<file path="src/rtl/smb_pkg.sv">
package smb_pkg;
  typedef enum logic [3:0] {
    ST_IDLE, ST_ADDR, ST_AACK, ST_REG, ST_RACK,
    ST_WDATA, ST_WACK, ST_RDATA, ST_MACK, ST_IGNORE
  } slv_state_e;
endpackage

</file>
<file path="src/rtl/smb_edge.sv">
module smb_edge (
  input  logic clk,
  input  logic rst_n,
  input  logic scl_i,
  input  logic sda_i,
  output logic scl_s,
  output logic sda_s,
  output logic scl_rise,
  output logic scl_fall,
  output logic start_det,
  output logic stop_det
);
  logic [2:0] scl_q, sda_q;

  always_ff @(posedge clk or negedge rst_n) begin
    if (!rst_n) begin
      scl_q <= 3'b111;
      sda_q <= 3'b111;
    end else begin
      scl_q <= {scl_q[1:0], scl_i};
      sda_q <= {sda_q[1:0], sda_i};
    end
  end

  assign scl_s     = scl_q[1];
  assign sda_s     = sda_q[1];
  assign scl_rise  = scl_q[1] & ~scl_q[2];
  assign scl_fall  = ~scl_q[1] & scl_q[2];
  assign start_det = scl_q[1] & scl_q[2] & ~sda_q[1] & sda_q[2];
  assign stop_det  = scl_q[1] & scl_q[2] & sda_q[1] & ~sda_q[2];
endmodule

</file>
<file path="src/rtl/smb_regbank.sv">
module smb_regbank #(
  parameter int NUM_CH   = 16,
  parameter int REGS     = 8,
  parameter logic [7:0] SEL_ADDR = 8'hF0
) (
  input  logic       clk,
  input  logic       rst_n,
  input  logic       we,
  input  logic [7:0] addr,
  input  logic [7:0] wdata,
  output logic [7:0] rdata
);
  localparam int CHW = $clog2(NUM_CH);
  localparam int RW  = $clog2(REGS);
  localparam int NB  = NUM_CH + 1;
  localparam int BW  = $clog2(NB);

  logic [7:0]     mem [NB][REGS];
  logic           sel_shared;
  logic [CHW-1:0] sel_ch;
  logic [BW-1:0]  bank_idx;
  logic           is_win, is_sel;

  assign is_win   = addr < 8'(REGS);
  assign is_sel   = addr == SEL_ADDR;
  assign bank_idx = sel_shared ? BW'(NUM_CH) : BW'(sel_ch);

  always_ff @(posedge clk or negedge rst_n) begin
    if (!rst_n) begin
      sel_shared <= 1'b0;
      sel_ch     <= '0;
    end else if (we && is_sel) begin
      sel_shared <= wdata[CHW];
      sel_ch     <= wdata[CHW-1:0];
    end
  end

  for (genvar b = 0; b < NB; b++) begin : g_bank
    for (genvar r = 0; r < REGS; r++) begin : g_reg
      logic hit;
      assign hit = we && is_win && (bank_idx == BW'(b)) && (addr[RW-1:0] == RW'(r));
      always_ff @(posedge clk or negedge rst_n) begin
        if (!rst_n)   mem[b][r] <= 8'h00;
        else if (hit) mem[b][r] <= wdata;
      end
    end
  end

  always_comb begin
    rdata = 8'h00;
    if (is_sel)      rdata = 8'({sel_shared, sel_ch});
    else if (is_win) rdata = mem[bank_idx][addr[RW-1:0]];
  end
endmodule

</file>
<file path="src/rtl/smb_bank_slave.sv">
module smb_bank_slave #(
  parameter int NUM_CH   = 16,
  parameter int REGS     = 8,
  parameter logic [7:0] SEL_ADDR  = 8'hF0,
  parameter logic [6:0] BASE_ADDR = 7'h18
) (
  input  logic       clk,
  input  logic       rst_n,
  input  logic       scl_i,
  input  logic       sda_i,
  output logic       sda_oe,
  input  logic [1:0] strap_hi,
  input  logic [1:0] strap_lo
);
  import smb_pkg::*;

  logic [1:0] rst_pipe;
  logic       rst_sync_n;
  logic       scl_s, sda_s, scl_rise, scl_fall, start_det, stop_det;
  slv_state_e st_q, st_d;
  logic [3:0] cnt_q, cnt_d;
  logic [7:0] sh_q, sh_d, ptr_q, ptr_d, rdata;
  logic       oe_q, oe_d, rw_q, rw_d, wr_en;
  logic [6:0] addr_q;
  logic       lock_q;
  logic       rx_state;

  always_ff @(posedge clk or negedge rst_n) begin
    if (!rst_n) rst_pipe <= 2'b00;
    else        rst_pipe <= {rst_pipe[0], 1'b1};
  end
  assign rst_sync_n = rst_pipe[1];

  smb_edge u_edge (
    .clk(clk), .rst_n(rst_sync_n), .scl_i(scl_i), .sda_i(sda_i),
    .scl_s(scl_s), .sda_s(sda_s), .scl_rise(scl_rise), .scl_fall(scl_fall),
    .start_det(start_det), .stop_det(stop_det)
  );

  smb_regbank #(.NUM_CH(NUM_CH), .REGS(REGS), .SEL_ADDR(SEL_ADDR)) u_bank (
    .clk(clk), .rst_n(rst_sync_n), .we(wr_en), .addr(ptr_q),
    .wdata(sh_q), .rdata(rdata)
  );

  // address straps captured once after reset
  always_ff @(posedge clk or negedge rst_sync_n) begin
    if (!rst_sync_n) begin
      addr_q <= '0;
      lock_q <= 1'b0;
    end else if (!lock_q) begin
      addr_q <= BASE_ADDR + 7'({strap_hi, strap_lo});
      lock_q <= 1'b1;
    end
  end

  assign rx_state = (st_q == ST_ADDR) || (st_q == ST_REG) || (st_q == ST_WDATA);

  always_comb begin
    st_d  = st_q;
    cnt_d = cnt_q;
    sh_d  = sh_q;
    ptr_d = ptr_q;
    oe_d  = oe_q;
    rw_d  = rw_q;
    wr_en = 1'b0;
    if (start_det) begin
      st_d  = ST_ADDR;
      cnt_d = '0;
      oe_d  = 1'b0;
    end else if (stop_det) begin
      st_d = ST_IDLE;
      oe_d = 1'b0;
    end else if (scl_rise && rx_state && cnt_q != 4'd8) begin
      sh_d  = {sh_q[6:0], sda_s};
      cnt_d = cnt_q + 4'd1;
    end else if (scl_fall) begin
      case (st_q)
        ST_ADDR: if (cnt_q == 4'd8) begin
          if (lock_q && sh_q[7:1] == addr_q) begin
            oe_d = 1'b1;
            rw_d = sh_q[0];
            st_d = ST_AACK;
          end else begin
            st_d = ST_IGNORE;
          end
        end
        ST_AACK: begin
          if (rw_q) begin
            sh_d  = rdata;
            oe_d  = ~rdata[7];
            cnt_d = 4'd1;
            st_d  = ST_RDATA;
          end else begin
            oe_d  = 1'b0;
            cnt_d = '0;
            st_d  = ST_REG;
          end
        end
        ST_REG: if (cnt_q == 4'd8) begin
          ptr_d = sh_q;
          oe_d  = 1'b1;
          st_d  = ST_RACK;
        end
        ST_RACK: begin
          oe_d  = 1'b0;
          cnt_d = '0;
          st_d  = ST_WDATA;
        end
        ST_WDATA: if (cnt_q == 4'd8) begin
          wr_en = 1'b1;
          oe_d  = 1'b1;
          st_d  = ST_WACK;
        end
        ST_WACK: begin
          oe_d  = 1'b0;
          cnt_d = '0;
          ptr_d = ptr_q + 8'd1;
          st_d  = ST_WDATA;
        end
        ST_RDATA: begin
          if (cnt_q == 4'd8) begin
            oe_d = 1'b0;
            st_d = ST_MACK;
          end else begin
            sh_d  = {sh_q[6:0], 1'b0};
            oe_d  = ~sh_q[6];
            cnt_d = cnt_q + 4'd1;
          end
        end
        ST_MACK: st_d = ST_IGNORE;
        default: ;
      endcase
    end
  end

  always_ff @(posedge clk or negedge rst_sync_n) begin
    if (!rst_sync_n) begin
      st_q  <= ST_IDLE;
      cnt_q <= '0;
      sh_q  <= '0;
      ptr_q <= '0;
      oe_q  <= 1'b0;
      rw_q  <= 1'b0;
    end else begin
      st_q  <= st_d;
      cnt_q <= cnt_d;
      sh_q  <= sh_d;
      ptr_q <= ptr_d;
      oe_q  <= oe_d;
      rw_q  <= rw_d;
    end
  end

  assign sda_oe = oe_q;
endmodule

</file>
<file path="config.mk">
export PLATFORM = sky130hd
export DESIGN_NAME = smb_bank_slave
export DESIGN_NICKNAME = d
export VERILOG_FILES = /design/src/rtl/smb_pkg.sv /design/src/rtl/smb_edge.sv /design/src/rtl/smb_regbank.sv /design/src/rtl/smb_bank_slave.sv
export SDC_FILE = /design/constraint.sdc
export NUM_CORES = 2
export LEC_CHECK = 0
export BUFFER_PORTS_ARGS = -buffer_cell sky130_fd_sc_hd__buf_4
export CAP_MARGIN = 20
export CORE_ASPECT_RATIO = 1.75
export CORE_MARGIN = 2
export CORE_UTILIZATION = 38
export DETAILED_ROUTE_END_ITERATION = 8
export HOLD_SLACK_MARGIN = 0.15
export PLACE_DENSITY = 0.63
export SETUP_SLACK_MARGIN = 0.5
export SLEW_MARGIN = 20
export SYNTH_ARGS = -nofsm -noshare
export SYNTH_HDL_FRONTEND = slang
export SYNTH_SLANG_ARGS = --single-unit
</file>
<file path="constraint.sdc">
create_clock -name clk -period 101.7 [get_ports clk]
set_input_delay 5.085 -clock clk [delete_from_list [all_inputs] [get_ports clk]]
set_output_delay 5.085 -clock clk [all_outputs]
set_load 0.02 [all_outputs]
</file>
After elaboration in Yosys (flattened, before gate mapping)
Cells that the tools add are included.

operators by class
  shift-type cells = 0
  multipliers = 0
  magnitude comparators = 3
  eq/ne operators = 47
  add/sub/neg operators = 3
  bitwise operators = 18
  reduce and logical (&&, ||, !) cells = 178
  divide/modulo/power cells = 0
  muxes and demuxes = 50

operators by type and width
  kind                   count
  $bmux W64 S5           1
  $logic_and A1 B1 Y1    158
  $mux W64               2
  $mux W8                9
  $mux W4                14
  $eq A5 B4 Y1 const B   8
  $pmux W8 S2            2
  $pmux W4 S7            1
  $bmux W8 S3            1
  $eq A5 B3 Y1 const B   4
  $reduce_and A6 Y1      3
  $eq A4 B3 Y1 const B   4
  $mux W1                16
  $ne A4 B3 Y1 const B   4
  $reduce_and A7 Y1      2
  $eq A3 B3 Y1 const B   4
  $ne A4 B4 Y1 const B   3
  $pmux W4 S3            1
  $eq A5 B2 Y1 const B   2
  $ne A3 B3 Y1 const B   3
  $not A1 Y1             9
  $reduce_bool A3 Y1     3
  $reduce_bool A9 Y1     1
  $add A8 B1 Y8 const B  1
  other kinds (31)       43

storage, ports and cells
  memories = 0
  latch bits = 0
  register bits = 1,135
  RAM bits = 0
  word-level logic and storage cells = 448
  bits in read-only memories = 0

Depth between registers and ports, before layout
  depth after elaboration = 17
  gate-level depth with buffers = 12
  gate-level depth less buffers = 9

By module
From an unflattened synthesis, not the netlist that was laid out.

second synthesis, totals
  cell total of the unflattened synthesis = 4,069
  area total of the unflattened synthesis = 54,952.7 sq um

modules (own cells, without submodules)
  module          cells an instance  times used  area an instance (sq um)  sequential area each (sq um)
  smb_regbank     3,843              1           52,696.8                  27,351.2
  smb_bank_slave  216                1           2,065.7                   850.8
  smb_edge        10                 1           190.2                     157.7

Worst setup path before layout
OpenSTA, ideal clock, no wires.

  kind = register to output
  start = register oe_q, in the netlist sda_oe
  end = output sda_oe
  required time = 96.615 ns
  arrival = 0.425 ns
  buffers on the path = 0
  slack = 96.190 ns
  stages on the path, launching flop included = 1
  cell sequence = dfrtp_1

RTL lines
  what                      line                   text
  start: declaration        smb_bank_slave.sv:23   logic oe_q, oe_d, rw_q, rw_d, wr_en;
  start signal: assignment  smb_bank_slave.sv:142  oe_q <= 1'b0;
  start signal: assignment  smb_bank_slave.sv:149  oe_q <= oe_d;
  end: declaration          smb_bank_slave.sv:11   output logic sda_oe,

No word-level cell between the ends.

Final worst setup path
  start = register oe_q, in the netlist sda_oe
  end = output sda_oe

No word-level cell between the ends.

==> out/metrics.csv <==
stage,metric,value,unit
run_status,status,finished clean,
clocking,cts_tree,built,
worst_setup_path,max_stage_delay,0.38,ns
timing,final-hold-violation-count,0,
grt,grt_pass1_vias,37400,
clocking,cts-resized-gates,0,
logic_synthesis,synthFlopType,dfrtp_1,
floorplan,rows,183,
routing,drc_errors,0,
logic_synthesis,synth_commonest_cells,"dfrtp_1, mux2_2, clkbuf_1",
logic_synthesis,synth_seq_cells,1133,
grt,gr-total-overflow,0,
worst_setup_path,critical-path-top-delay-family,flip-flops,
placement,port_buffers,8,
grt,grt_pass1_wl,264000,µm
cells_and_area,layoutNonFillerInstCount,5933,
routing,ant_nets,0,
floorplan,dieWidth,290,µm
routing,wl,179000,µm
worst_setup_path,startpoint_type,flop,
logic_synthesis,syn_inst,4143,
routing,viasPerCell,6.12,
power,p_per_area,16.7,nW/µm²
placement,finalWeightedCongestion,0.975,
routing,drtIter0Drc,3423,
logic_synthesis,yosysUniqueCellTypes,89,
grt,antenna_found_initial,6,
logic_synthesis,synth.area.top_cells,"dfrtp_1, mux2_2, mux2i_1",
grt,grt_max_degree,199,
power,ir_drop,14.2,µV
floorplan,initial_core_util,38.2,%
logic_synthesis,syn-mean-instance-area,13.1,µm²
worst_setup_path,reg2reg_to,sh_q[5],
floorplan,ios,9,
floorplan,core_area,142000,µm²
worst_setup_path,reg2reg_slack,95.95,ns
clocking,path_clk_slew,0.07,ns
timing,relSlewSlack,18.1,%
min_path,worstHoldPathCells,0,
clocking,root_buffer,clkbuf_16,
cells_and_area,drive_gt1_share,39.3,%
min_path,whs_endpoint,u_edge.sda_q[1],
logic_synthesis,ys_seq_area_share,52.2,%
placement,dp_cells,5743,
flow_run,max_cap_violations,0,
min_path,hp-class,flop to flop,
logic_synthesis,synth.most_common_cell,dfrtp_1,
clocking,numCtsBuffers,102,
grt,track_usage,24.3,%
timing,skew,0.0293,ns
floorplan,dieArea,146000,µm²
worst_setup_path,regToRegStartpoint,u_bank.sel_ch[0],
worst_setup_path,path_max_fanout,2,
clocking,cts_max_level,3,
timing,period_minus_slack,6.35,ns
worst_setup_path,reg2reg_depth,10,
worst_setup_path,worstPathCellList,buf_4,
clocking,cts.sinks,1133,
min_path,worstHoldStart,u_edge.sda_q[0],
timing,rsz0062_at_grt,false,
worst_setup_path,worstSetupEndpointType,output pin,
worst_setup_path,arrival,1.27,ns
clocking,cts_hold_buf,0,
logic_synthesis,yosys.area.top_type_share,51.9,%
logic_synthesis,synth-edff-count,0,
worst_setup_path,path_buf_inv,1,
clocking,clock_latency,0.73,ns
logic_synthesis,ys_async_sr_fraction,100,%
worst_setup_path,crit_type,flop to output pin,
clocking,post-cts-setup-buffers,0,
timing,setup_viol,0,
timing,setup-tns-final,0,ns
cells_and_area,area_growth,9.47,%
logic_synthesis,synth_top_area_cell,dfrtp_1,
cells_and_area,final_net_count,4015,
routing,num_vias,36300,
timing,fmax,157,MHz
timing,period_share,6.25,%
timing,final-max-slew-violation-count,0,
logic_synthesis,ys_warn_count,0,
placement,dp_hpwl,115000,µm
routing,detail_route.wl_per_cell,30.1,µm
timing,worstMarginPinSlew,1.22,ns
worst_setup_path,critPathRequiredTime,96.61,ns
worst_setup_path,slowest_stage,dfrtp_1,
clocking,clock_path_buffers,3,
floorplan,die_y,504,µm
power,p_leak,27.5,nW
logic_synthesis,netlist_area,54400,µm²
routing,dr.pass1.iters,6,
flip-flops by register name, summed over array words and instances (netlist names):
name               flops
rw_q                   1
st_q                   4
cnt_q                  4
u_bank.sel_ch          4
sda_oe                 1
u_bank.mem          1088
u_bank.sel_shared      1
u_edge.scl_q           3
rst_pipe               2
u_edge.sda_q           3
lock_q                 1
sh_q                   8
addr_q                 5
ptr_q                  8
per-stage QoR:
step / total power [mW] / worst slack (ns) / util [%] / area, µm² / hold WS (ns)
2_1_floorplan: 0.531 / 67.79 / - / 54400 / 0.331
3_3_place_gp: 0.583 / 96.09 / 39.3 / 55900 / 0.340
3_5_place_dp: 0.584 / 96.10 / 39.3 / 55900 / 0.348
4_1_cts: 0.998 / 95.31 / 41.8 / 59400 / 0.358
5_1_grt: 1.02 / 95.32 / 41.9 / 59500 / 0.364
6_report: 0.995 / 95.35 / 41.9 / 59500 / 0.356
power breakdown:
part           internal (mW)  switching, mW
combinational         0.0133         0.0827
clock                  0.238          0.180
sequential             0.454         0.0277
kinds of logic (layout without fill, tap and decap cells):
kind of cell	after synthesis	count (layout)	share of synthesized area (%)
fa+ha+maj	8	8	0.184
simple gates	610	610	7.17
other cells	1	4	0.00690
flops	1133	1133	52.2
buf+inv	372	309	3.32
mux	1326	1326	28.5
xor+xnor	6	6	0.0966
compound gates	687	687	8.62
worst max-delay path by stage:
stage	start	to	slack [ns]	depth (start not counted)
2_1_floorplan	rst_pipe[1]	addr_q[0]	67.79	0
3_3_place_gp	sda_oe	sda_oe	96.09	1
3_5_place_dp	sda_oe	sda_oe	96.10	1
4_1_cts	sda_oe	sda_oe	95.31	1
5_1_grt	sda_oe	sda_oe	95.32	1
6_report	sda_oe	sda_oe	95.35	1
area by class of cell:
type	count	area, µm²
Fill cell	13100	82700
Sequential cell	1133	28400
Multi-Input combinational cell	2639	24300
Clock buffer	155	3100
Tap cell	1850	2310
Timing Repair Buffer	102	872
Clock inverter	31	467
Inverter	21	78.8
Antenna cell	2	5.00
routing by layer:
layer / wire, µm / GRT usage [%] / part of all wire (%) / vias up
li1: - / - / - / 15100
met1: 64400 / 27.3 / 36 / 19300
met2: 88400 / 41.2 / 49 / 1403
met3: 10300 / 4.14 / 5.7 / 563
met4: 15600 / 18.5 / 8.7 / 6
met5: 38 / 0 / 0.021 / -
cells in the final DEF, fill, tap and decap left out, drive strengths merged, types with 9 or more instances in the layout:
cell and instances:
o21ai 147, nor3b 39, bufinv 11, o22ai 69, or2 14, mux4 65, clkbuf 155, a22oi 37
clkinv 16, nand3 31, a211oi 36, a22o 10, nor2b 16, a221o 9, nor2 141, o221ai 49
inv 24, mux2 1101, o211ai 23, mux2i 160, a21oi 132, o31ai 17, a221oi 32, buf 102
dfrtp 1127, o221a 15, a31oi 10, nand4 22, a2bb2oi 11, nand2b 13, nand2 154, nor3 131
(Power assumes the default switching activity.)
